==> src/rtl/cps_pkg.sv <==
package cps_pkg;
  typedef enum logic [1:0] {
    LVL_NONE = 2'd0,
    LVL_LOW  = 2'd1,
    LVL_MED  = 2'd2,
    LVL_HIGH = 2'd3
  } skip_level_e;
endpackage

==> src/rtl/cps_depth_decode.sv <==
// Turns the selected request into a skip depth (pulses dropped per window).
module cps_depth_decode
  import cps_pkg::*;
#(
  parameter int WINDOW   = 100,
  parameter int LOW_PCT  = 50,
  parameter int MED_PCT  = 75,
  parameter int HIGH_PCT = 85,
  localparam int DEPTH_W = $clog2(WINDOW + 1)
) (
  input  logic               use_level,
  input  logic [DEPTH_W-1:0] pct,
  input  skip_level_e        level,
  output logic [DEPTH_W-1:0] depth
);
  localparam logic [DEPTH_W-1:0] WIN_D = DEPTH_W'(WINDOW);

  logic [DEPTH_W-1:0] lvl_depth;
  logic [DEPTH_W-1:0] pct_depth;

  always_comb begin
    unique case (level)
      LVL_NONE: lvl_depth = '0;
      LVL_LOW:  lvl_depth = DEPTH_W'(LOW_PCT);
      LVL_MED:  lvl_depth = DEPTH_W'(MED_PCT);
      default:  lvl_depth = DEPTH_W'(HIGH_PCT);
    endcase
  end

  // A percentage above the window size saturates to a full skip.
  assign pct_depth = (pct > WIN_D) ? WIN_D : pct;
  assign depth     = use_level ? lvl_depth : pct_depth;
endmodule

==> src/rtl/cps_window_ctl.sv <==
// Tracks the position inside the window and holds the depth it sampled on step 0.
module cps_window_ctl #(
  parameter int WINDOW = 100,
  localparam int DEPTH_W = $clog2(WINDOW + 1),
  localparam int POS_W   = $clog2(WINDOW)
) (
  input  logic               clk,
  input  logic               rst_n,
  input  logic [DEPTH_W-1:0] req_depth,
  output logic [POS_W-1:0]   pos,
  output logic               win_first,
  output logic [DEPTH_W-1:0] act_depth
);
  localparam logic [POS_W-1:0] LAST = POS_W'(WINDOW - 1);

  logic [DEPTH_W-1:0] held_q;

  assign win_first = (pos == '0);
  assign act_depth = win_first ? req_depth : held_q;

  always_ff @(posedge clk or negedge rst_n) begin
    if (!rst_n) begin
      pos    <= '0;
      held_q <= '0;
    end else begin
      pos    <= (pos == LAST) ? '0 : pos + 1'b1;
      held_q <= act_depth;
    end
  end
endmodule

==> src/rtl/cps_accum.sv <==
// Phase accumulator: adds the depth on each step and skips one pulse on every wrap.
module cps_accum #(
  parameter int WINDOW = 100,
  localparam int DEPTH_W = $clog2(WINDOW + 1),
  localparam int ACC_W   = DEPTH_W + 1
) (
  input  logic               clk,
  input  logic               rst_n,
  input  logic               win_first,
  input  logic [DEPTH_W-1:0] depth,
  output logic               clk_en
);
  localparam logic [ACC_W-1:0] WIN_A = ACC_W'(WINDOW);

  logic [ACC_W-1:0] acc_q;
  logic [ACC_W-1:0] acc_base;
  logic [ACC_W-1:0] sum;
  logic             skip;

  assign acc_base = win_first ? '0 : acc_q;
  assign sum      = acc_base + {1'b0, depth};
  assign skip     = (sum >= WIN_A);

  always_ff @(posedge clk or negedge rst_n) begin
    if (!rst_n) begin
      acc_q  <= '0;
      clk_en <= 1'b1;
    end else begin
      acc_q  <= skip ? (sum - WIN_A) : sum;
      clk_en <= !skip;
    end
  end
endmodule

==> src/rtl/clk_pulse_skipper.sv <==
module clk_pulse_skipper
  import cps_pkg::*;
#(
  parameter int WINDOW   = 100,
  parameter int LOW_PCT  = 50,
  parameter int MED_PCT  = 75,
  parameter int HIGH_PCT = 85
) (
  input  logic                           clk,
  input  logic                           rst_n,
  input  logic                           use_level,
  input  logic [$clog2(WINDOW + 1)-1:0]  pct_in,
  input  logic [1:0]                     level_in,
  output logic                           clk_en
);
  localparam int DEPTH_W = $clog2(WINDOW + 1);
  localparam int POS_W   = $clog2(WINDOW);

  logic [DEPTH_W-1:0] req_depth;
  logic [DEPTH_W-1:0] act_depth;
  logic [POS_W-1:0]   win_pos;
  logic               win_first;

  cps_depth_decode #(
    .WINDOW(WINDOW), .LOW_PCT(LOW_PCT), .MED_PCT(MED_PCT), .HIGH_PCT(HIGH_PCT)
  ) u_decode (
    .use_level(use_level),
    .pct      (pct_in),
    .level    (skip_level_e'(level_in)),
    .depth    (req_depth)
  );

  cps_window_ctl #(.WINDOW(WINDOW)) u_window (
    .clk      (clk),
    .rst_n    (rst_n),
    .req_depth(req_depth),
    .pos      (win_pos),
    .win_first(win_first),
    .act_depth(act_depth)
  );

  cps_accum #(.WINDOW(WINDOW)) u_accum (
    .clk      (clk),
    .rst_n    (rst_n),
    .win_first(win_first),
    .depth    (act_depth),
    .clk_en   (clk_en)
  );
endmodule

==> config.mk <==
export PLATFORM = sky130hd
export DESIGN_NAME = clk_pulse_skipper
export DESIGN_NICKNAME = d
export VERILOG_FILES = /design/src/rtl/cps_pkg.sv /design/src/rtl/cps_depth_decode.sv /design/src/rtl/cps_window_ctl.sv /design/src/rtl/cps_accum.sv /design/src/rtl/clk_pulse_skipper.sv
export SDC_FILE = /design/constraint.sdc
export NUM_CORES = 1
export LEC_CHECK = 0
export CAP_MARGIN = 10
export CORE_MARGIN = 4
export CORE_UTILIZATION = 62
export DETAILED_ROUTE_END_ITERATION = 6
export DONT_BUFFER_PORTS = 1
export HOLD_SLACK_MARGIN = 0.1
export PLACE_DENSITY = 0.84
export SLEW_MARGIN = 20
export SYNTH_ARGS = -nofsm -noshare
export SYNTH_HDL_FRONTEND = slang
export SYNTH_SLANG_ARGS = --single-unit
==> constraint.sdc <==
create_clock -name clk -period 4.1 [get_ports clk]
set_input_delay 0.82 -clock clk [delete_from_list [all_inputs] [get_ports clk]]
set_output_delay 0.82 -clock clk [all_outputs]
set_load 0.02 [all_outputs]
==> flow_summary.yaml <==
grt:
  top_usage_layer: "met2"
  use_met1: 0.246
  first_global_vias: 1222
  globalRouteTotalUtil: 0.205
  grt_first_pass_wirelength_um: 5240
  grt_start_max_net_pins: 24
  antenna_found_initial: 0
  use_met2: 0.352
  grt.overflow.total: 0
  use_met3: 0.0334
final_layout:
  nNetsFinal: 199
  seq_area_sq_um: 577
  fillers: 179
  multiInputGateArea_sq_um: 915
  area_growth_pct: 3.43
  drive_above_1_share: 0.0819
  layout_commonest_cell: "dfrtp_1"
  final_cell_count_no_fill: 199
  layout_common_cells: "dfrtp_1, inv_1, nor2_1"
  antenna_cells: 0
  fin_area_sq_mm: 0.00162
floorplanning:
  ios: 13
  fp.dieH_um: 58.3
  die_area_sq_mm: 0.00340
  coreArea_sq_mm: 0.00232
  num_rows: 17
  start_util: 0.676
  fp.dieW_um: 58.3
sta:
  final.period_utilization: 0.909
  period_needed_ns: 3.73
  slew_headroom: 0.588
  tightestPinTransition_ns: 0.614
  rsz0062_at_grt: "no"
  fmax_mhz: 268
  finalClockSkew_ns: 0.00287
  setup_viol: 0
  slew_violations: 0
  whs_ns: 0.175
  fin_setup_tns_ns: 0
  finalHoldViolations: 0
cts:
  htree_levels: 1
  clkSinkCount: 23
  cts_buffers: 3
  clkTransAtPathRegs_ns: 0.13
  root_buffer: "clkbuf_4"
  cts_tree: "built"
  postCtsHoldBufs: 0
  postCtsResizedCells: 0
  worstSkewPairLatency_ns: 0.32
  cts_setup_buffers: 0
  cts_buffer_depth: 2
setup_path:
  crit_arrival_ns: 3.98
  critPathRequiredTime_ns: 4.35
  worstSetupStartpointType: "register"
  worstSetupEndpointType: "register"
  worstReg2RegStart: "u_window.pos[2]$_DFF_PN0_"
  critPathKind: "register to register"
  setup.worst_path.start: "u_window.pos[2]$_DFF_PN0_"
  cp_max_fo: 15
route:
  drc: 0
  final_antenna_net_count: 0
  drt_iter0_drc: 44
  dr.pass1.iters: 4
  viasPerCell: 6.02
  dr_total_vias: 1197
  wl_per_cell_um: 15.2
  routed_wl_um: 3030
logic_synthesis:
  synth_top_flop_cell: "dfrtp_1"
  synth_nets: 197
  ys_ff_latch: 23
  synth_edf_count: 0
  syn_area_per_cell_sq_um: 9.22
  synth_warnings: 0
  syn_inst: 170
  yosysSeqAreaShare: 0.368
  syn_area_sq_mm: 0.00157
  async_flop_share: 1.00
  synth_cell_types: 41
power_and_ir_drop:
  p_per_area_mw_per_mm2: 674
  p_leak_nw: 0.750
  ir_worst_vdd_uv: 556
min_path:
  min_path_type: "input pin to asynchronous set/reset pin"
place:
  hpwl_um: 2390
  dp.cells: 195
  post_dp_cell_area_sq_mm: 0.00159
  portBuffers: 0
  gp_congestion: 0.796
run:
  drv_cap: 0
run_status:
  status: "complete, no violations"
## power breakdown
group / internal [mW] / total, mW / switching [mW]
combinational: 0.282 / 0.683 / 0.401
clock: 0.0366 / 0.107 / 0.0706
sequential: 0.286 / 0.303 / 0.0169
## critical path, cell delays in order, from the launching register on
cell	delay [ns]
dfrtp_1	0.47
nor3_1	0.28
nand3_1	0.31
buf_4	0.29
mux2_2	0.29
ha_1	0.31
a21oi_2	0.23
o21ai_1	0.10
xnor2_1	0.31
ha_1	0.21
nand3b_1	0.11
o211a_1	0.18
o31ai_4	0.34
mux2i_1	0.22
## cells in the mapped netlist (2+ instances only)
cell type / count / share of area
dfrtp_1: 22 / 0.35
inv_1: 16 / 0.038
nor2_1: 16 / 0.038
nand2_1: 15 / 0.036
ha_1: 14 / 0.11
nand3_1: 8 / 0.026
o21ai_0: 8 / 0.026
a21oi_1: 7 / 0.022
xnor2_1: 7 / 0.039
and2_1: 6 / 0.024
mux2i_1: 5 / 0.032
nor3_1: 4 / 0.013
clkbuf_1: 3 / 0.0072
nand2b_1: 3 / 0.012
o211ai_1: 3 / 0.014
o21ai_1: 3 / 0.0096
a21boi_1: 2 / 0.0096
and3_1: 2 / 0.0080
o31ai_1: 2 / 0.0096
or3_1: 2 / 0.0080
xor2_1: 2 / 0.011
## worst paths after layout
check / depth (start not counted) / to / slack [ns]
worst max-delay path: 13 / u_accum.acc_q[3]$_DFF_PN0_ / 0.37
worst min-delay path: 0 / u_accum.acc_q[0]$_DFF_PN0_ / 0.17
worst max register to register: 13 / u_accum.acc_q[3]$_DFF_PN0_ / 0.37
worst min register to register: 1 / u_window.pos[0]$_DFF_PN0_ / 0.51
max in group asynchronous: 0 / u_accum.clk_en$_DFF_PN1_ / 3.75
min in group clk: 1 / u_window.pos[0]$_DFF_PN0_ / 0.51
## metrics by stage
step	util	setup WS (ns)	power [mW]
after floorplan	-	0.704	0.862
after global placement	0.688	0.495	0.946
after detailed placement	0.688	0.363	0.982
after CTS	0.699	0.346	1.09
after global routing	0.699	0.0938	1.19
final	0.699	0.374	1.09
## cell families after synthesis
group / after synthesis / synth area share
flops: 23 / 0.368
compound gates: 36 / 0.175
mux: 6 / 0.0391
xor+xnor: 10 / 0.0607
fa+ha+maj: 15 / 0.125
buf+inv: 20 / 0.0487
simple gates: 60 / 0.184
## flip-flops by register name (all words and copies together) (netlist names)
name             count
u_accum.acc_q        8
u_window.held_q      7
u_accum.clk_en       1
u_window.pos         7
## per-layer routing
metal	part of all wire	wire, um
met5	0	0
met4	0.018	55
met1	0.43	1320
met2	0.49	1500
met3	0.053	160
## area by class of cell
cell class	instances	area share
multi-input cells	127	0.564
repair buffers	1	0.00463
inverters	16	0.0370
clock buffers	3	0.0139
well taps	28	0.0216
flip-flops and latches	23	0.356
clock inverters	1	0.00309
Power figures use the tool's default switching activity.
